## config.mk

```make
export PLATFORM = sky130hd
export DESIGN_NAME = tlbchk
export DESIGN_NICKNAME = d
export VERILOG_FILES = /design/src/rtl/tlbchk_pkg.sv /design/src/rtl/tlbchk_halfsel.sv /design/src/rtl/tlbchk_rights.sv /design/src/rtl/tlbchk_compose.sv /design/src/rtl/tlbchk.sv
export SDC_FILE = /design/constraint.sdc
export NUM_CORES = 1
export LEC_CHECK = 0
export ABC_AREA = 0
export BUFFER_PORTS_ARGS = -buffer_cell sky130_fd_sc_hd__buf_2
export CORE_ASPECT_RATIO = 0.8
export CORE_MARGIN = 5
export CORE_UTILIZATION = 34
export CTS_CLUSTER_DIAMETER = 150
export DETAILED_ROUTE_END_ITERATION = 10
export GPL_TIMING_DRIVEN = 0
export PLACE_DENSITY = 0.57
export SETUP_SLACK_MARGIN = 0.3
export SLEW_MARGIN = 5
export SYNTH_ARGS = -nofsm -noshare
export SYNTH_HDL_FRONTEND = slang
export SYNTH_HIERARCHICAL = 1
export SYNTH_SLANG_ARGS = --single-unit
```

## constraint.sdc

```tcl
create_clock -name clk -period 2.65 [get_ports clk]
set_input_delay 0.3975 -clock clk [delete_from_list [all_inputs] [get_ports clk]]
set_output_delay 0.3975 -clock clk [all_outputs]
set_load 0.01 [all_outputs]
```

## src/rtl/tlbchk_pkg.sv

```systemverilog
package tlbchk_pkg;

  typedef enum logic [2:0] {
    RES_MATCH   = 3'd0,
    RES_NOMATCH = 3'd1,
    RES_INVALID = 3'd2,
    RES_DIRTY   = 3'd3,
    RES_XI      = 3'd4,
    RES_RI      = 3'd5,
    RES_PE      = 3'd6
  } res_e;

  localparam logic [1:0] ACC_FETCH = 2'd0;
  localparam logic [1:0] ACC_LOAD  = 2'd1;
  localparam logic [1:0] ACC_STORE = 2'd2;

  // field positions inside one entry half
  localparam int BIT_V      = 0;
  localparam int BIT_D      = 1;
  localparam int BIT_PLV    = 2;
  localparam int BIT_NR     = 4;
  localparam int BIT_NX     = 5;
  localparam int BIT_EXACT  = 6;
  localparam int PPN_LSB    = 8;
  localparam int BASE_SHIFT = 12;

  localparam int PERM_R = 0;
  localparam int PERM_W = 1;
  localparam int PERM_X = 2;

  typedef struct packed {
    logic       v;
    logic       d;
    logic [1:0] plv;
    logic       nr;
    logic       nx;
    logic       exact;
  } flags_t;

endpackage

```

## src/rtl/tlbchk_halfsel.sv

```systemverilog
module tlbchk_halfsel #(
  parameter int VA_W   = 48,
  parameter int PS_W   = 6,
  parameter int HALF_W = 44
) (
  input  logic [VA_W-1:0]   va,
  input  logic              from_fixed,
  input  logic [PS_W-1:0]   global_ps,
  input  logic [PS_W-1:0]   entry_ps,
  input  logic [HALF_W-1:0] half_even,
  input  logic [HALF_W-1:0] half_odd,
  output logic [PS_W-1:0]   ps,
  output logic [HALF_W-1:0] half
);
  logic odd;

  always_comb begin
    ps   = from_fixed ? global_ps : entry_ps;
    odd  = |(va & (VA_W'(1) << ps));
    half = odd ? half_odd : half_even;
  end

endmodule

```

## src/rtl/tlbchk_rights.sv

```systemverilog
module tlbchk_rights
  import tlbchk_pkg::*;
(
  input  logic       hit,
  input  logic       wide,
  input  logic [1:0] acc,
  input  logic [1:0] cur_plv,
  input  flags_t     raw,
  output flags_t     eff,
  output res_e       code
);
  logic plv_bad;

  always_comb begin
    eff       = raw;
    eff.nr    = raw.nr & wide;
    eff.nx    = raw.nx & wide;
    eff.exact = raw.exact & wide;

    plv_bad = eff.exact ? (cur_plv != eff.plv) : (cur_plv > eff.plv);

    if (!hit)                          code = RES_NOMATCH;
    else if (!eff.v)                   code = RES_INVALID;
    else if (acc == ACC_FETCH && eff.nx) code = RES_XI;
    else if (acc == ACC_LOAD && eff.nr)  code = RES_RI;
    else if (plv_bad)                  code = RES_PE;
    else if (acc == ACC_STORE && !eff.d) code = RES_DIRTY;
    else                               code = RES_MATCH;
  end

  always_comb begin
    if (hit && !raw.v)
      AST_INVALID_FIRST: assert (code == RES_INVALID);
    if (!wide)
      AST_NARROW_NO_XI_RI: assert (code != RES_XI && code != RES_RI);
  end

endmodule

```

## src/rtl/tlbchk_compose.sv

```systemverilog
module tlbchk_compose
  import tlbchk_pkg::*;
#(
  parameter int VA_W = 48,
  parameter int PA_W = 48,
  parameter int PS_W = 6,
  localparam int PPN_W = PA_W - BASE_SHIFT
) (
  input  logic [VA_W-1:0]  va,
  input  logic [PS_W-1:0]  ps,
  input  logic [PPN_W-1:0] ppn,
  input  logic             dirty,
  input  logic             no_exec,
  input  logic             is_match,
  output logic [PA_W-1:0]  pa,
  output logic [2:0]       perm
);
  logic [PPN_W-1:0] ppn_kept;
  logic [PA_W-1:0]  offset;

  // page-number bits below the page size are software bits
  for (genvar gi = 0; gi < PPN_W; gi++) begin : g_ppn
    assign ppn_kept[gi] = ppn[gi] & (int'(ps) <= gi + BASE_SHIFT);
  end

  for (genvar gi = 0; gi < PA_W; gi++) begin : g_off
    if (gi < VA_W) begin : g_src
      assign offset[gi] = va[gi] & (gi < int'(ps));
    end else begin : g_zero
      assign offset[gi] = 1'b0;
    end
  end

  always_comb begin
    pa   = '0;
    perm = '0;
    if (is_match) begin
      pa           = {ppn_kept, {BASE_SHIFT{1'b0}}} | offset;
      perm[PERM_R] = 1'b1;
      perm[PERM_W] = dirty;
      perm[PERM_X] = !no_exec;
    end
  end

endmodule

```

## src/rtl/tlbchk.sv

```systemverilog
module tlbchk
  import tlbchk_pkg::*;
#(
  parameter int VA_W = 48,
  parameter int PA_W = 48,
  parameter int PS_W = 6,
  localparam int PPN_W  = PA_W - BASE_SHIFT,
  localparam int HALF_W = PPN_LSB + PPN_W
) (
  input  logic              clk,
  input  logic              rst_n,
  input  logic              in_valid,
  output logic              in_ready,
  input  logic [VA_W-1:0]   in_va,
  input  logic [1:0]        in_acc,
  input  logic [1:0]        in_cur_plv,
  input  logic              in_hit,
  input  logic              in_fixed,
  input  logic [PS_W-1:0]   in_global_ps,
  input  logic [PS_W-1:0]   in_entry_ps,
  input  logic [HALF_W-1:0] in_half_even,
  input  logic [HALF_W-1:0] in_half_odd,
  input  logic              in_wide,
  output logic              out_valid,
  input  logic              out_ready,
  output logic [2:0]        out_res,
  output logic [PA_W-1:0]   out_pa,
  output logic [2:0]        out_perm
);
  logic [PS_W-1:0]   ps;
  logic [HALF_W-1:0] half;
  flags_t            raw, eff;
  res_e              code;
  logic [PA_W-1:0]   pa_c;
  logic [2:0]        perm_c;
  logic              take;

  tlbchk_halfsel #(.VA_W(VA_W), .PS_W(PS_W), .HALF_W(HALF_W)) u_halfsel (
    .va        (in_va),
    .from_fixed(in_fixed),
    .global_ps (in_global_ps),
    .entry_ps  (in_entry_ps),
    .half_even (in_half_even),
    .half_odd  (in_half_odd),
    .ps        (ps),
    .half      (half)
  );

  always_comb begin
    raw.v     = half[BIT_V];
    raw.d     = half[BIT_D];
    raw.plv   = half[BIT_PLV +: 2];
    raw.nr    = half[BIT_NR];
    raw.nx    = half[BIT_NX];
    raw.exact = half[BIT_EXACT];
  end

  tlbchk_rights u_rights (
    .hit    (in_hit),
    .wide   (in_wide),
    .acc    (in_acc),
    .cur_plv(in_cur_plv),
    .raw    (raw),
    .eff    (eff),
    .code   (code)
  );

  tlbchk_compose #(.VA_W(VA_W), .PA_W(PA_W), .PS_W(PS_W)) u_compose (
    .va      (in_va),
    .ps      (ps),
    .ppn     (half[PPN_LSB +: PPN_W]),
    .dirty   (eff.d),
    .no_exec (eff.nx),
    .is_match(code == RES_MATCH),
    .pa      (pa_c),
    .perm    (perm_c)
  );

  assign in_ready = !out_valid || out_ready;
  assign take     = in_valid && in_ready;

  always_ff @(posedge clk or negedge rst_n) begin
    if (!rst_n) begin
      out_valid <= 1'b0;
      out_res   <= RES_NOMATCH;
      out_pa    <= '0;
      out_perm  <= '0;
    end else if (take) begin
      out_valid <= 1'b1;
      out_res   <= code;
      out_pa    <= pa_c;
      out_perm  <= perm_c;
    end else if (out_ready) begin
      out_valid <= 1'b0;
    end
  end

  AST_NOMATCH_ON_MISS: assert property (@(posedge clk) disable iff (!rst_n)
    (take && !in_hit) |=> (out_valid && out_res == RES_NOMATCH));

  AST_QUIET_ON_FAULT: assert property (@(posedge clk) disable iff (!rst_n)
    (out_valid && out_res != RES_MATCH) |-> (out_pa == '0 && out_perm == '0));

  AST_READ_ALWAYS: assert property (@(posedge clk) disable iff (!rst_n)
    (out_valid && out_res == RES_MATCH) |-> out_perm[PERM_R]);

  AST_HOLD_STALLED: assert property (@(posedge clk) disable iff (!rst_n)
    (out_valid && !out_ready) |=> (out_valid && $stable(out_res) &&
                                   $stable(out_pa) && $stable(out_perm)));

endmodule

```

==> results of run 1 <==
-- metal layers --
layer / vias up / global-route usage [%] / share of wire [%]
met5: - / 0 / 0
met2: 236 / 36.8 / 45
li1: 2459 / - / -
met4: 0 / 6.23 / 2.1
met1: 2619 / 32.6 / 45
met3: 37 / 5.30 / 8.2
-- worst max path at each step --
stage | endpoint | startpoint | cells after the start | slack (ns)
after detailed placement | out_pa[45] | in_entry_ps[3] | 20 | -2.89
after global placement | out_pa[27] | in_entry_ps[3] | 20 | -2.87
final | out_pa[22] | in_fixed | 22 | -1.66
after global routing | out_pa[4] | in_fixed | 22 | -1.76
after floorplan | out_pa[32] | in_fixed | 19 | -1.54
after CTS | out_pa[18] | in_fixed | 21 | -1.63
-- repair_timing --
item / 4_1_cts / 5_1_grt
setup buffers: 22 / 7
setup endpoints to repair: 54 / 54
endpoints found under the hold margin: 0 / 0
resized for setup: 126 / 38
cloned: 3 / 0
pin swaps: 25 / 20
-- area by class of cell --
cell class | instances | area (µm²) | share of cell area, %
buffer | 41 | 425 | 5.44
clock buffer | 6 | 139 | 1.77
clock inverter | 2 | 16.3 | 0.208
inverter | 12 | 57.6 | 0.735
multi-input combinational | 416 | 4160 | 53.2
sequential | 55 | 1380 | 17.6
tap | 210 | 263 | 3.36
timing repair buffer | 241 | 1370 | 17.5
timing repair inverter | 1 | 16.3 | 0.208
-- sequential cells by signal, summed over array words and instances (netlist names) --
name	count
out_pa	48
out_res	3
out_perm	3
out_valid	1
-- per-stage QoR --
| step | total power (µW) | hold slack [ns] |
|---|---|---|
| after floorplan | 2070 | 0.102 |
| after global placement | 2610 | 0.489 |
| after detailed placement | 2630 | 0.490 |
| after CTS | 3600 | 0.324 |
| after global routing | 3840 | 0.208 |
| final | 3670 | 0.141 |
-- placed cells by master (no fill, tap or decap), types with 6 or more instances in the layout --
cell type / count
nor2_1: 11
nand2_4: 14
o211ai_1: 11
a21oi_2: 15
nand2_1: 37
clkbuf_16: 6
o21ai_1: 8
nand3_1: 12
buf_4: 24
a21oi_1: 13
nand2b_1: 9
dfrtp_1: 54
nand2_2: 17
o21ai_0: 16
inv_1: 9
mux2_4: 93
mux2_2: 9
buf_6: 24
buf_8: 8
mux2i_1: 16
buf_2: 219
nand3_2: 6
-- power breakdown --
group | switching [µW] | internal [µW] | total (µW)
Sequential | 73.4 | 966 | 1040
Clock | 327 | 379 | 706
Combinational | 951 | 968 | 1920
==> out/qor.yml, run 1 <==
worstSetupPathType: "in2reg"
cp_slowest_cell: "a221oi_2"
skew_ns: 0.00544
path_cells: "buf_8 > buf_12 > mux2i_4 > mux2_4 > a222oi_1 > o211ai_1 > a221oi_2 > a31oi_4 > buf_8 > mux2_4 > inv_2 > ha_4 > nor2b_4 > o31ai_4 > a221oi_4 > nor3_4 > buf_6 > buf_8 > buf_12 > nand2_2 > mux2i_1 > mux2_4"
layout.nets: 934
period_needed_ns: 4.31
hpwl_mm: 17.2
reg2reg_slack_ns: 1.33
critPathArrivalTime_ns: 4.56
syn_inst: 524
gp_congestion: 0.874
hold_buffers: 0
n_fill_cell: 1476
grt_pass1_wl_mm: 32.6
cts_tree: "yes"
grtUsageTotal_pct: 23.5
final_cell_area_um2: 7830
post-place-ws_ns: -2.89
fp-row-count: 40
path_buf_inv: 7
antenna_found_initial: 0
max-slew-margin-rel_pct: 52.7
netlist_area_um2: 5260
dieArea_um2: 18100
vias_per_cell: 5.44
grt_overflow_total: 0
crit_fanout: 7
r2r_cells: 4
cts.sinks: 55
outcome: "finished with violations"
clock_path_buffers: 2
syn_area_per_cell_um2: 10.0
fin_ws_ns: -1.66
cellLeakagePower_uw: 0.00390
die_h_um: 121
ir_worst_vdd_v: 0.000222
ys_warn_count: 6
end_kind: "register"
dr.pass1.iters: 5
violations: "negative setup slack"
hold_class: "in2async"
vias: 5351
hold_viol: 0
routedWlPerCell_um: 22.4
rr_endpoint: "out_pa[22]"
start_util_pct: 34.8
cp_slowest_stage_delay_ns: 0.37
critPathTopFamily: "compound AO/OA/AOI/OAI gates"
cp.required_ns: 2.90
grt_pass1_vias: 5638
cts_buffers: 5
tightestPinTransition_ns: 0.709
drive_gt1_share_pct: 66.0
area_growth_pct: 48.7
syn-num-nets: 685
setup-violations-final: 54
core_um2: 15100
htree_levels: 2
cp-start-kind: "input pin"
placed_area_um2: 6730
placed_cells_incl_taps: 944
clock_latency_ns: 0.30
die_x_um: 149
drv_slew: 0
diodes: 0
drc: 0
tns_ns: -84.05
power_density_nw_per_um2: 468
path_clk_slew_ns: 0.08
rsz0062_at_grt: "yes"
portBuffers: 210
stdcell_count: 984
first_iter_violations: 299
final_core_util_pct: 51.8
max_clock_freq_mhz: 232
ios: 215
r2r_start: "out_valid"
final_antenna_net_count: 0
drv_cap: 0
route.final.wire_length_mm: 22.1
finalCritPeriodShare_pct: 163
root_buffer: "clkbuf_16"
grt_max_degree: 56
Power figures use the tool's default switching activity.
==> inputs of run 2 (changes only) <==
--- a/config.mk
+++ b/config.mk
@@ -5,7 +5,7 @@
 export SDC_FILE = /design/constraint.sdc
 export NUM_CORES = 1
 export LEC_CHECK = 0
-export ABC_AREA = 0
+export ABC_AREA = 1
 export BUFFER_PORTS_ARGS = -buffer_cell sky130_fd_sc_hd__buf_2
 export CORE_ASPECT_RATIO = 0.8
 export CORE_MARGIN = 5
==> out/qor.yml, run 2 <==
skew_ns: 0.00981
syn-num-nets: 995
syn_inst: 834
grtUsageTotal_pct: 26.2
drv_cap: 0
netSwitchingFraction_pct: 40.8
cp_slowest_cell: "nor3_4"
critPathArrivalTime_ns: 3.83
worstSetupPathType: "in2reg"
clock_path_buffers: 2
hold_buffers: 0
start_util_pct: 35.0
root_buffer: "clkbuf_16"
fin_ws_ns: -0.943
path_common_cell: "nand2_1"
hpwl_mm: 17.3
reg2reg_slack_ns: 1.50
power_density_nw_per_um2: 468
seq_power_share_pct: 27.7
ios: 215
final_cell_mix: "nand2_1, buf_2, nand3_1"
hold_viol: 0
r2r_cells: 5
dieArea_um2: 17400
grt_pass1_wl_mm: 36.0
die_h_um: 119
ir_worst_vdd_v: 0.000278
max-slew-margin-rel_pct: 54.4
tightestPinTransition_ns: 0.684
cts_tree: "yes"
cellLeakagePower_uw: 0.00428
first_iter_violations: 470
cts.sinks: 55
ys_warn_count: 6
final_antenna_net_count: 0
drc: 0
routedWlPerCell_um: 18.4
hold_class: "in2async"
area_growth_pct: 56.3
rsz0062_at_grt: "yes"
outcome: "finished with violations"
antenna_found_initial: 2
clock_latency_ns: 0.31
p_switching_uw: 1510
violations: "negative setup slack"
route.final.wire_length_mm: 23.8
layout.nets: 1268
grt_overflow_total: 0
crit_fanout: 8
syn_area_per_cell_um2: 6.05
gp_congestion: 0.983
grt_pass1_vias: 6361
portBuffers: 211
drv_slew: 0
fp-row-count: 39
finalCritPeriodShare_pct: 136
reg_top3: "out_pa: 48 flops, out_perm: 3 flops, out_res: 3 flops"
grt_max_degree: 30
cts_buffers: 5
largest-register: "out_pa"
drive_gt1_share_pct: 41.9
seqCellArea_um2: 1380
p_clk_share_pct: 21.5
vias: 6742
final_core_util_pct: 54.8
dr.pass1.iters: 5
max_clock_freq_mhz: 278
cp.required_ns: 2.89
multi_input_area_um2: 3780
p_int_uw: 2180
n_fill_cell: 1453
largest_reg_flops: 48
period_needed_ns: 3.59
p_comb_share_pct: 50.9
vias_per_cell: 5.21
end_kind: "register"
core_um2: 14400
cp_slowest_stage_delay_ns: 0.23
post-place-ws_ns: -2.02
cp-start-kind: "input pin"
die_x_um: 146
netlist_area_um2: 5040
final_common_cell: "nand2_1"
path_clk_slew_ns: 0.08
htree_levels: 2
setup-violations-final: 54
[run 2: final timing paths]
check / start / endpoint
setup / recovery: in_fixed / out_pa[25]
hold / removal: rst_n / out_res[1]
setup reg to reg: out_valid / out_pa[14]
max in group asynchronous: rst_n / out_pa[42]
min in group clk: in_va[7] / out_pa[7]
hold reg to reg: out_pa[25] / out_pa[25]
[run 2: per-layer routing]
| metal | up-vias | global-route usage [%] | part of all wire (%) |
|---|---|---|---|
| met1 | 3050 | 37.8 | 43 |
| li1 | 3317 | - | - |
| met5 | - | 0 | 0.046 |
| met2 | 335 | 40.3 | 43 |
| met3 | 38 | 5.81 | 11 |
| met4 | 2 | 5.88 | 2.3 |
[run 2: stage by stage]
step	hold slack, ns	instances	area [µm²]	TNS [ns]	total power (µW)
2_1_floorplan	0.102	834	5280	-36.28	1940
3_3_place_gp	0.453	1229	6560	-97.47	2500
3_5_place_dp	0.453	1230	6580	-100.63	2500
4_1_cts	0.143	1285	7600	-44.71	3590
5_1_grt	0.193	1293	7880	-54.16	3890
6_report	0.123	1295	7880	-45.08	3690
[run 2: worst max-delay path: cells and delay by family]
kind	cells	cell delay (ns)
AOI/OAI and AO/OA	4	0.59
adders and majority gates	1	0.19
buffers and inverters	9	1.20
and+or+nand+nor	16	1.40
[run 2: timing repair]
item                       in CTS  in global routing
cloned                          7                  0
setup endpoints to repair      54                 54
buffers inserted               40                  7
resized for setup             103                 52
pin swaps                      82                 50
[run 2: layout make-up]
cell class              instances  share of cell area (%)
multi-input cells             684                    48.0
repair buffers                265                    20.5
flip-flops and latches         55                    17.5
plain buffers                  52                    6.46
well taps                     184                    2.92
inverters                      43                    2.33
clock buffers                   6                    1.63
clock inverters                 2                   0.492
repair inverters                1                  0.0952
diodes                          3                  0.0952
[run 2: power groups by stage]
stage / Combinational (µW) / Clock [µW] / Sequential (µW)
after floorplan: 854 / 0 / 1090
after global placement: 1460 / 0 / 1040
after detailed placement: 1470 / 0 / 1030
after CTS: 1770 / 800 / 1020
after global routing: 2030 / 825 / 1040
final: 1880 / 792 / 1020
==> inputs of run 3 (changes only) <==
--- a/config.mk
+++ b/config.mk
@@ -10,6 +10,7 @@
 export CORE_ASPECT_RATIO = 0.8
 export CORE_MARGIN = 5
 export CORE_UTILIZATION = 34
+export CTS_BUF_LIST = sky130_fd_sc_hd__clkbuf_4 sky130_fd_sc_hd__clkbuf_8
 export CTS_CLUSTER_DIAMETER = 150
 export DETAILED_ROUTE_END_ITERATION = 10
 export GPL_TIMING_DRIVEN = 0
==> out/qor.yml, run 3 (synthesis results as in run 2) <==
outcome: "finished with violations"
violations: "negative setup slack"
hold_buffers: 0
root_buffer: "clkbuf_8"
p_switching_uw: 1500
power_density_nw_per_um2: 451
grt_max_degree: 30
final_cell_area_um2: 7850
final_core_util_pct: 54.6
die_x_um: 146
netSwitchingFraction_pct: 42.3
p_int_uw: 2040
antenna_found_initial: 2
seq_power_share_pct: 28.8
period_needed_ns: 3.60
setup-violations-final: 54
largest_reg_flops: 48
cts_tree: "yes"
cellLeakagePower_uw: 0.00427
path_buf_inv: 11
final_common_cell: "nand2_1"
skew_ns: 0.0164
cp.required_ns: 2.91
drive_gt1_share_pct: 42.1
clock_latency_ns: 0.33
critPathTopFamily: "simple AND/OR/NAND/NOR gates"
placed_area_um2: 6580
rsz0062_at_grt: "yes"
cts_buffers: 5
cp_slowest_stage_delay_ns: 0.23
p_comb_share_pct: 53.8
max_clock_freq_mhz: 278
fin_ws_ns: -0.950
ir_worst_vdd_v: 0.000238
hpwl_mm: 17.3
route.final.wire_length_mm: 24.0
cp_slowest_cell: "or2_4"
grt_pass1_vias: 6382
htree_levels: 2
p_clk_share_pct: 17.4
fp-row-count: 39
path_clk_slew_ns: 0.11
final_antenna_net_count: 0
routedWlPerCell_um: 18.5
ios: 215
largest-register: "out_pa"
gp_congestion: 0.983
hold_viol: 0
start_util_pct: 35.0
r2r_cells: 5
drv_cap: 0
critPathArrivalTime_ns: 3.86
portBuffers: 211
worstSetupPathType: "in2reg"
grt_overflow_total: 0
dieArea_um2: 17400
cp-startpoint: "in_fixed"
reg_top3: "out_pa: 48 flops, out_perm: 3 flops, out_res: 3 flops"
r2r_start: "out_valid"
max-slew-margin-rel_pct: 54.0
clock_path_buffers: 2
layout.nets: 1271
cts.sinks: 55
crit_fanout: 9
end_kind: "register"
area_growth_pct: 55.7
vias_per_cell: 5.19
cp-start-kind: "input pin"
final_cell_mix: "nand2_1, buf_2, nand3_1"
vias: 6735
die_h_um: 119
finalCritPeriodShare_pct: 136
drv_slew: 0
path_common_cell: "nand2_1"
cp_num_cells: 29
hold_class: "in2async"
grtUsageTotal_pct: 26.2
first_iter_violations: 493
tightestPinTransition_ns: 0.689
drc: 0
core_um2: 14400
grt_pass1_wl_mm: 36.0
dr.pass1.iters: 5
## run 3: cell count changes in the layout (fill, tap and decap cells not counted), sizes merged
cell and delta:
buf +6, clkbuf -3
## run 3: cell type report
| cell class | instances | area (µm²) |
|---|---|---|
| multi-input combinational | 684 | 3780 |
| clock buffer | 6 | 76.3 |
| antenna | 3 | 7.51 |
| inverter | 43 | 181 |
| fill | 1441 | 6540 |
| timing repair inverter | 1 | 7.51 |
| timing repair buffer | 268 | 1650 |
| buffer | 52 | 509 |
| tap | 184 | 230 |
| sequential | 55 | 1380 |
| clock inverter | 2 | 38.8 |
## run 3: what timing repair did
item,in CTS,in global routing
setup buffers,39,11
pin swaps,91,50
endpoints found under the setup margin,54,54
gates resized for setup,116,42
gates cloned,7,0
## run 3: worst paths after layout
kind / endpoint / slack [ns]
max in group asynchronous: out_pa[38] / 1.96
worst min register to register: out_res[0] / 0.48
min in group clk: out_pa[11] / 0.39
worst max register to register: out_pa[14] / 1.51
worst min-delay path: out_res[1] / 0.09
worst max-delay path: out_pa[25] / -0.95
## run 3: power groups by stage
| stage | sequential [µW] | combinational, µW | clock [µW] |
|---|---|---|---|
| 2_1_floorplan | 1090 | 854 | 0 |
| 3_3_place_gp | 1040 | 1460 | 0 |
| 3_5_place_dp | 1030 | 1470 | 0 |
| 4_1_cts | 1020 | 1790 | 618 |
| 5_1_grt | 1040 | 2050 | 652 |
| 6_report | 1020 | 1910 | 616 |
## run 3: layer usage
layer  GRT usage [%]  routed length (µm)  part of all wire, %  vias to the layer above
met1            37.4               10700                   45                     3044
li1                -                   -                    -                     3323
met5            3.89                 102                 0.43                        -
met4            7.34                 638                  2.7                        4
met3            6.00                2110                  8.8                       46
met2            39.5               10400                   43                      318
## run 3: stage by stage
stage	TNS [ns]	setup WS (ns)	total power, µW	hold WS (ns)	std cells
after floorplan	-36.28	-0.747	1940	0.102	834
after global placement	-97.47	-1.96	2500	0.453	1229
after detailed placement	-100.63	-2.02	2500	0.453	1230
after CTS	-43.31	-0.915	3430	0.112	1284
after global routing	-52.18	-1.08	3740	0.153	1296
final	-44.92	-0.950	3540	0.0865	1298
